### src/rtl/cgl_pkg.sv
package cgl_pkg;
  localparam int CHAN_W = 4;
  localparam int GAIN_W = 2;

  // register select codes
  localparam logic [1:0] SEL_ADCTL   = 2'd0;
  localparam logic [1:0] SEL_LISTCTL = 2'd1;
  localparam logic [1:0] SEL_CMD     = 2'd2;

  // field positions in written words
  localparam int CHAN_LSB    = 0;
  localparam int GAIN_LSB    = 4;
  localparam int IE_BIT      = 6;
  localparam int LOAD_EN_BIT = 15;

  // command bits
  localparam int CMD_PRELOAD = 0;
  localparam int CMD_TRIG    = 1;
  localparam int CMD_INIT    = 2;

  // status bits
  localparam int ST_ERR  = 15;
  localparam int ST_BUSY = 8;
  localparam int ST_DONE = 7;
  localparam int ST_IE   = 6;

  typedef struct packed {
    logic [GAIN_W-1:0] gain;
    logic [CHAN_W-1:0] chan;
  } cgl_entry_t;
endpackage

### src/rtl/cgl_list_ram.sv
module cgl_list_ram #(
  parameter int WIDTH  = 6,
  parameter int ADDR_W = 4
) (
  input  logic              clk,
  input  logic              we,
  input  logic [ADDR_W-1:0] waddr,
  input  logic [WIDTH-1:0]  wdata,
  input  logic [ADDR_W-1:0] raddr,
  output logic [WIDTH-1:0]  rdata
);
  localparam int DEPTH = 1 << ADDR_W;

  logic [WIDTH-1:0] mem [DEPTH];

  always_ff @(posedge clk) begin
    if (we) mem[waddr] <= wdata;
    rdata <= mem[raddr];
  end
endmodule

### src/rtl/cgl_countdown.sv
module cgl_countdown #(
  parameter int CYCLES = 4
) (
  input  logic clk,
  input  logic rst,
  input  logic start,
  input  logic abort,
  output logic busy,
  output logic fire
);
  localparam int CW = (CYCLES > 1) ? $clog2(CYCLES) : 1;

  logic [CW-1:0] cnt_q;
  logic          busy_q;

  always_ff @(posedge clk) begin
    if (rst || abort) begin
      busy_q <= 1'b0;
      cnt_q  <= '0;
    end else if (start) begin
      busy_q <= 1'b1;
      cnt_q  <= CW'(CYCLES - 1);
    end else if (busy_q) begin
      if (cnt_q == '0) busy_q <= 1'b0;
      else             cnt_q  <= cnt_q - 1'b1;
    end
  end

  assign busy = busy_q;
  assign fire = busy_q && (cnt_q == '0);
endmodule

### src/rtl/cgl_scan_seq.sv
module cgl_scan_seq
  import cgl_pkg::*;
#(
  parameter int LEN_W      = 4,
  parameter int REG_W      = 16,
  parameter int SETTLE_CYC = 4,
  parameter int CONV_LAT   = 6
) (
  input  logic              clk,
  input  logic              rst,
  input  logic              reg_we,
  input  logic [1:0]        reg_sel,
  input  logic [REG_W-1:0]  reg_wdata,
  input  logic              data_rd,
  input  logic [REG_W-1:0]  adc_sample,
  output logic [CHAN_W-1:0] mux_chan,
  output logic [GAIN_W-1:0] gain_code,
  output logic [REG_W-1:0]  status,
  output logic [REG_W-1:0]  data_out,
  output logic              irq,
  output logic              scan_done
);
  localparam int ENT_W = $bits(cgl_entry_t);

  // decoded writes
  logic wr_adctl, wr_listctl, wr_cmd;
  logic cmd_init, cmd_pre, cmd_trig;
  assign wr_adctl   = reg_we && (reg_sel == SEL_ADCTL);
  assign wr_listctl = reg_we && (reg_sel == SEL_LISTCTL);
  assign wr_cmd     = reg_we && (reg_sel == SEL_CMD);
  assign cmd_init   = wr_cmd && reg_wdata[CMD_INIT];
  assign cmd_pre    = wr_cmd && reg_wdata[CMD_PRELOAD] && !reg_wdata[CMD_INIT];
  assign cmd_trig   = wr_cmd && reg_wdata[CMD_TRIG] && !reg_wdata[CMD_INIT];

  // list programming state
  logic             load_en_q;
  logic [LEN_W-1:0] len_m1_q;
  logic [LEN_W-1:0] wr_idx_q;
  logic [LEN_W-1:0] ptr_q;
  logic             ram_we;
  cgl_entry_t       ram_wentry;
  logic [ENT_W-1:0] ram_rdata;
  cgl_entry_t       cur_entry;

  assign ram_we           = wr_adctl && load_en_q;
  assign ram_wentry.chan  = reg_wdata[CHAN_LSB +: CHAN_W];
  assign ram_wentry.gain  = reg_wdata[GAIN_LSB +: GAIN_W];
  assign cur_entry        = cgl_entry_t'(ram_rdata);

  cgl_list_ram #(.WIDTH(ENT_W), .ADDR_W(LEN_W)) u_list (
    .clk   (clk),
    .we    (ram_we),
    .waddr (wr_idx_q),
    .wdata (ram_wentry),
    .raddr (ptr_q),
    .rdata (ram_rdata)
  );

  // settle timer for preload, latency timer for the converter model
  logic settle_busy, settle_fire;
  logic conv_busy, conv_fire, conv_start;

  assign conv_start = cmd_trig && !settle_busy && !conv_busy;

  cgl_countdown #(.CYCLES(SETTLE_CYC)) u_settle (
    .clk   (clk),
    .rst   (rst),
    .start (cmd_pre),
    .abort (cmd_init),
    .busy  (settle_busy),
    .fire  (settle_fire)
  );

  cgl_countdown #(.CYCLES(CONV_LAT)) u_conv (
    .clk   (clk),
    .rst   (rst),
    .start (conv_start),
    .abort (cmd_init),
    .busy  (conv_busy),
    .fire  (conv_fire)
  );

  // status flags
  logic done_q, err_q, ie_q, irq_q;
  logic done_d, err_d, ie_d;
  logic [REG_W-1:0] data_q;
  logic adv_d1, adv_d2, scan_q;
  logic [CHAN_W-1:0] chan_q;
  logic [GAIN_W-1:0] gain_q;
  logic complete, at_last, apply;

  assign complete = conv_fire && !cmd_init;
  assign at_last  = (ptr_q == len_m1_q);
  assign apply    = (settle_fire && !cmd_init) || adv_d2;

  always_comb begin
    done_d = done_q;
    if (data_rd)  done_d = 1'b0;
    if (complete) done_d = 1'b1;
    if (cmd_init) done_d = 1'b0;

    err_d = err_q;
    if (conv_start && done_q) err_d = 1'b1;
    if (cmd_init)             err_d = 1'b0;

    ie_d = wr_adctl ? reg_wdata[IE_BIT] : ie_q;
  end

  always_ff @(posedge clk) begin
    if (rst) begin
      load_en_q <= 1'b0;
      len_m1_q  <= '0;
      wr_idx_q  <= '0;
      ptr_q     <= '0;
      done_q    <= 1'b0;
      err_q     <= 1'b0;
      ie_q      <= 1'b0;
      irq_q     <= 1'b0;
      data_q    <= '0;
      adv_d1    <= 1'b0;
      adv_d2    <= 1'b0;
      scan_q    <= 1'b0;
      chan_q    <= '0;
      gain_q    <= '0;
    end else begin
      if (wr_listctl) begin
        load_en_q <= reg_wdata[LOAD_EN_BIT];
        len_m1_q  <= reg_wdata[LEN_W-1:0];
        if (reg_wdata[LOAD_EN_BIT]) wr_idx_q <= '0;
      end else if (ram_we) begin
        wr_idx_q <= wr_idx_q + 1'b1;
      end

      if (cmd_init || cmd_pre) ptr_q <= '0;
      else if (complete)       ptr_q <= at_last ? '0 : ptr_q + 1'b1;

      done_q <= done_d;
      err_q  <= err_d;
      ie_q   <= ie_d;
      irq_q  <= done_d && ie_d;

      if (complete) data_q <= adc_sample;

      adv_d1 <= complete;
      adv_d2 <= adv_d1;
      scan_q <= complete && at_last;

      if (apply) begin
        chan_q <= cur_entry.chan;
        gain_q <= cur_entry.gain;
      end
    end
  end

  always_comb begin
    status          = '0;
    status[ST_ERR]  = err_q;
    status[ST_BUSY] = settle_busy;
    status[ST_DONE] = done_q;
    status[ST_IE]   = ie_q;
  end

  assign mux_chan  = chan_q;
  assign gain_code = gain_q;
  assign data_out  = data_q;
  assign irq       = irq_q;
  assign scan_done = scan_q;
endmodule

### config.mk
export PLATFORM = sky130hd
export DESIGN_NAME = cgl_scan_seq
export DESIGN_NICKNAME = d
export VERILOG_FILES = /design/src/rtl/cgl_pkg.sv /design/src/rtl/cgl_list_ram.sv /design/src/rtl/cgl_countdown.sv /design/src/rtl/cgl_scan_seq.sv
export SDC_FILE = /design/constraint.sdc
export NUM_CORES = 1
export LEC_CHECK = 0
export BUFFER_PORTS_ARGS = -buffer_cell sky130_fd_sc_hd__buf_2
export CAP_MARGIN = 40
export CORE_UTILIZATION = 28
export CTS_BUF_LIST = sky130_fd_sc_hd__clkbuf_8
export CTS_CLUSTER_SIZE = 30
export DETAILED_ROUTE_END_ITERATION = 10
export GPL_TIMING_DRIVEN = 0
export PLACE_DENSITY = 0.56
export SETUP_SLACK_MARGIN = 0.3
export SLEW_MARGIN = 0
export SYNTH_ARGS = -nofsm -noshare
export SYNTH_HDL_FRONTEND = slang
export SYNTH_SLANG_ARGS = --single-unit
export TNS_END_PERCENT = 30
### constraint.sdc
create_clock -name clk -period 1.79 [get_ports clk]
set_input_delay 0.0895 -clock clk [delete_from_list [all_inputs] [get_ports clk]]
set_output_delay 0.0895 -clock clk [all_outputs]
set_load 0.01 [all_outputs]
Yosys cells after proc, flatten, opt, wreduce, memory -nomap -nowiden
Memory sizes are Yosys's and may differ from the RTL's. A register that Yosys moved wholly into a read port is not among the register bits.
Index checks and enable logic that the tools add are counted.

word-level totals
  bits in writable memories = 96
  logic and storage cells = 91
  memories kept = 1
  output and inout bits = 40
  register bits after elaboration = 49
  input bits = 38

memory list
  memory      depth  bits a word  rd ports  clocked after memory_dff  write ports  line                RTL
  u_list.mem  16     6            1         1                         1            cgl_list_ram.sv:14  logic [WIDTH-1:0] mem [DEPTH];

operators by class
  $add $sub $neg = 4
  mux-type cells = 22
  reductions and logical operators = 38
  eq/ne operators = 6
  bitwise operators = 1

operators with widths
  operator                                                             number
  1-bit logical AND                                                    18
  4-bit 2-to-1 mux                                                     4
  1-bit 2-to-1 mux                                                     12
  3-bit 2-to-1 mux                                                     3
  4-bit by 1-bit adder with 4-bit output (second input constant)       2
  2-bit AND reduction                                                  4
  2-bit 2-to-1 mux                                                     3
  2-bit != test (second input constant)                                3
  2-bit nonzero test                                                   3
  2-bit OR reduction                                                   3
  4-bit == test                                                        1
  1-bit zero test                                                      4
  2-bit zero test                                                      2
  3-bit zero test                                                      1
  1-bit logical OR                                                     3
  3-bit by 1-bit subtractor with 3-bit output (second input constant)  1
  2-bit by 1-bit == test with 1-bit output (second input constant)     1
  2-bit == test (second input constant)                                1
  2-bit by 1-bit subtractor with 2-bit output (second input constant)  1
  1-bit NOT                                                            1

Longest topological paths before layout
  depth in word-level cells = 8
  mapped depth = 9
  depth with buffers taken out = 7

By module
From an unflattened synthesis, not the netlist that was laid out.

second synthesis, totals
  cells, all modules = 423
  area, all modules = 6088.3 um^2

by module, submodules not included
  module                    area an instance (um^2)  seq. area each (um^2)  cells each  instances
  cgl_list_ram              3895.0                   3002.9                 178         1
  cgl_scan_seq              1823.0                   840.8                  206         1
  cgl_countdown (u_conv)    203.9                    80.1                   23          1
  cgl_countdown (u_settle)  166.4                    60.1                   16          1

Worst setup path before layout
No wires, ideal clock.

  path kind = register to register
  start point = register load_en_q
  end point = memory u_list.mem[3][0] (enable)
  path buffers = 1
  arrival = 1.333 ns
  data required time = 1.413 ns
  slack = 0.080 ns
  setup time = 0.377 ns
  cell stages (with the launch flop) = 5
  clock period less this slack = 1.710 ns
  cell sequence = dfxtp_1 > nor4bb_1 > buf_2 > nand2_1 > nor3_1

between the ends
  cells in the longest elaborated chain, start to end = 3

RTL lines
  element                                 line                 RTL
  start: declaration                      cgl_scan_seq.sv:36   logic load_en_q;
  start signal: assignment                cgl_scan_seq.sv:127  load_en_q <= reg_wdata[LOAD_EN_BIT];
  1-bit logical AND                       cgl_scan_seq.sv:45   assign ram_we = wr_adctl && load_en_q;
  1-bit 2-to-1 mux                        cgl_list_ram.sv:17   if (we) mem[waddr] <= wdata;
  1-bit 2-to-1 mux (implied by the code)  cgl_list_ram.sv:17
  end: declaration                        cgl_list_ram.sv:14

No other way between the ends.

==> run_results.csv <==
group,metric,value,unit
grt,grt_util_all_layers,0.128,
synthesis,ys_ff_latch,151,
timing,worst_slew_pin_slew,0.755,ns
synthesis,synth.area.top_cells,"edfxtp_1 47%, dfxtp_1 18%, mux4_2 5.2%, mux2i_1 3.0%, nand2_1 3.0%",
floorplan,dieArea,0.0223,mm²
synthesis,synth_edf_count,96,
synthesis,synth_compound_area_frac,0.0518,
floorplan,core-area,0.0212,mm²
synthesis,synth_simple_gate_area_share,0.102,
critical_path,endpoint_kind,"register",
synthesis,syn_avg_cell_area,13.8,µm²
final_layout,drive_above_1_share,0.404,
final_layout,regArea,0.00400,mm²
critical_path,crit_type,"register to register",
detailed_routing,firstDrtPassIters,4,
detailed_routing,drc,0,
synthesis,yosys.area.top_type_share,0.474,
synthesis,synth.area.mux_share,0.107,
synthesis,synthesis.area,0.00608,mm²
final_layout,multi_input_area,0.00231,mm²
synthesis,yosys.area_share.xor_xnor,0.0158,
floorplan,die_y,149,µm
final_layout,syn_to_final_growth,34.6,%
synthesis,synth_cell_types,41,
detailed_routing,drtIter0Drc,326,
critical_path,setup.worst_path.start_class,"register",
min_path,hold_path_class,"primary input to register",
min_path,holdPathStages,2,
pwr,finalPower,0.00654,W
grt,grt_pass1_vias,3847,
grt,grt_max_degree,21,
critical_path,timing.rr.end,"u_list.rdata[5]",
pwr,p_leak,2.99,nW
grt,grt_overflow,0,
detailed_routing,wire_per_inst,16.3,µm
critical_path,rrSetupSlack,0.13,ns
timing,drv_slew,0,
cts,clk_latency,0.46,ns
synthesis,synth_most_common_cell,"edfxtp_1",
outcome,status,"finished clean",
synthesis,ys.flop_type,"edfxtp_1",
cts,cts.sinks,151,
min_path,hold_start,"rst",
timing,rsz0062_at_grt,"true",
timing,fmax,602,MHz
floorplan,start_util,0.288,
timing,finalCritPeriodShare,0.928,
critical_path,crit_arrival,1.97,ns
grt,antenna_found_initial,0,
timing,fin_skew,0.0123,ns
synthesis,yosys.area.top_type,"edfxtp_1",
critical_path,worstPathRequired,2.10,ns
synthesis,synth_fa_ha_area_frac,0.0185,
detailed_routing,vias,3924,
synthesis,async_reset_ff_frac,0,
final_layout,finish.utilization,0.387,
critical_path,r2r_start,"ptr_q[0]",
synthesis,syn-instance-count,440,
cts,htreeDepth,4,
cts,cts_tree,"yes",
grt,grt_pass1_wl,21.0,mm
timing,max_slew_margin,0.497,
final_layout,antenna_cells,0,
synthesis,ys_warn_count,0,
final_layout,nets,621,
timing,setup_viol,0,
cts,cts.reportedPaths.clkPinSlew,0.09,ns
floorplan,fp.dieW,149,µm
cts,clockBufferDepth,2,
timing,hold_viol_final,0,
final_layout,fill_cells,1940,
pwr,max-vdd-ir-drop,515,µV
min_path,min_to,"adv_d2",
detailed_routing,wirelength,14.1,mm
cts,cts_buffers,17,
synthesis,synth-seq-area-share,0.655,
critical_path,startpoint,"ptr_q[0]",
detailed_routing,vias_per_cell,4.55,
pwr,powerDensity,799,mW/mm²
critical_path,cp_max_fo,5,
synthesis,synth_top_family_by_area,"multiplexers",
detailed_routing,postRouteAntennaNets,0,
critical_path,r2r_cells,5,
placement,gp_congestion,0.731,
timing,fin_crit,1.66,ns
floorplan,ios,78,
floorplan,std_cell_rows,53,
placement,numPortBuffers,56,
synthesis,synth_common_cells,"96 x edfxtp_1, 55 x dfxtp_1, 48 x nand2_1, 38 x nor2_1, 34 x a21oi_1",
placement,dp_hpwl,8.94,mm
job,maxCapViolCount,0,
cts,root_buffer,"clkbuf_8",
-- cell usage in the layout (no fill, tap or decap), types with 4 or more instances in the layout --
cell type,Yosys,routed
a21oi_1,34,23
a21oi_2,0,11
buf_12,0,9
buf_2,2,57
buf_4,21,37
buf_6,4,8
clkbuf_1,7,6
clkbuf_8,1,17
conb_1,1,12
dfxtp_1,55,49
dfxtp_2,0,4
dlygate4sd3_1,0,19
edfxtp_1,96,96
ha_1,9,7
inv_1,10,8
inv_6,0,4
mux2i_1,18,18
mux4_1,6,4
mux4_2,14,16
nand2_1,48,34
nand2_4,0,10
nand2_8,0,4
nand3_1,6,6
nor2_1,38,26
nor2_4,0,11
nor2b_1,12,7
nor2b_4,0,5
o211ai_1,4,4
xnor2_1,7,4
xor2_1,4,4
-- state kept, by name, summed over array words and instances (netlist names) --
name	count
u_list.mem	96
data_out	16
u_list.rdata	6
len_m1_q	4
mux_chan	4
ptr_q	4
wr_idx_q	4
u_conv.cnt_q	3
gain_code	2
u_settle.cnt_q	2
adv_d1	1
adv_d2	1
done_q	1
err_q	1
ie_q	1
irq	1
load_en_q	1
scan_done	1
u_conv.busy	1
u_settle.busy	1
-- through the flow --
stage,cells,hold WS (ns),TNS [ns],area (µm²),worst slack [ns]
after floorplan,451,0.188,0,6130,0.111
after global placement,782,0.331,-28.69,6760,-0.523
after detailed placement,784,0.339,-28.40,6770,-0.420
after CTS,845,0.00340,0,7760,0.139
after global routing,862,0.00518,0,8190,0.0702
final,862,0.0227,0,8190,0.129
-- critical path: stages (launching register included) --
cell and delay [ns]:
dfxtp_4 0.39, buf_8 0.13, mux4_2 0.52, nor2b_4 0.16, a211oi_4 0.25, a21oi_1 0.06
-- cell type report --
| class | instances | area share |
|---|---|---|
| Tap cell | 275 | 0.0420 |
| Clock inverter | 15 | 0.0185 |
| Buffer | 37 | 0.0394 |
| Clock buffer | 17 | 0.0286 |
| Timing Repair Buffer | 104 | 0.0963 |
| Sequential cell | 151 | 0.488 |
| Multi-Input combinational cell | 253 | 0.283 |
| Inverter | 10 | 0.00458 |
-- worst max path at each step --
stage	end	slack, ns	cells after the start
floorplan	u_list.mem[1][0]	0.11	4
global placement	u_list.mem[1][5]	-0.52	4
detailed placement	u_list.mem[12][5]	-0.42	4
CTS	u_list.rdata[2]	0.14	5
global route	u_list.rdata[5]	0.07	5
finish	u_list.rdata[5]	0.13	5
-- report_power, final --
group          internal (W)  switching, W  total (W)
Clock               0.00124       0.00132    0.00256
Sequential          0.00370    0.00000895    0.00371
Combinational      0.000124      0.000148   0.000272
-- cell families (layout without fill, tap and decap cells) --
logic type                 count (synthesis)  in the layout
and+or+nand+nor                          132            132
DFF                                      151            151
other                                      1             12
AOI/OAI and AO/OA                         51             51
adders and majority gates                  9              9
buffers and inverters                     47            183
muxes                                     38             38
xor gates and xnor gates                  11             11
-- routing by layer --
metal / global-route usage / share of wire
met1: 0.163 / 0.43
met2: 0.209 / 0.50
met3: 0.0373 / 0.053
met4: 0.0388 / 0.012
met5: 0 / 0
-- what timing repair did --
item / CTS / global route
pin swaps: 13 / 22
gates cloned: 1 / 1
hold buffers: 19 / 0
endpoints found under the setup margin: 128 / 128
gates resized for setup: 80 / 62
buffers inserted: 9 / 16
endpoints found under the hold margin: 34 / 0
No activity file was read; power rests on OpenSTA's default activity.
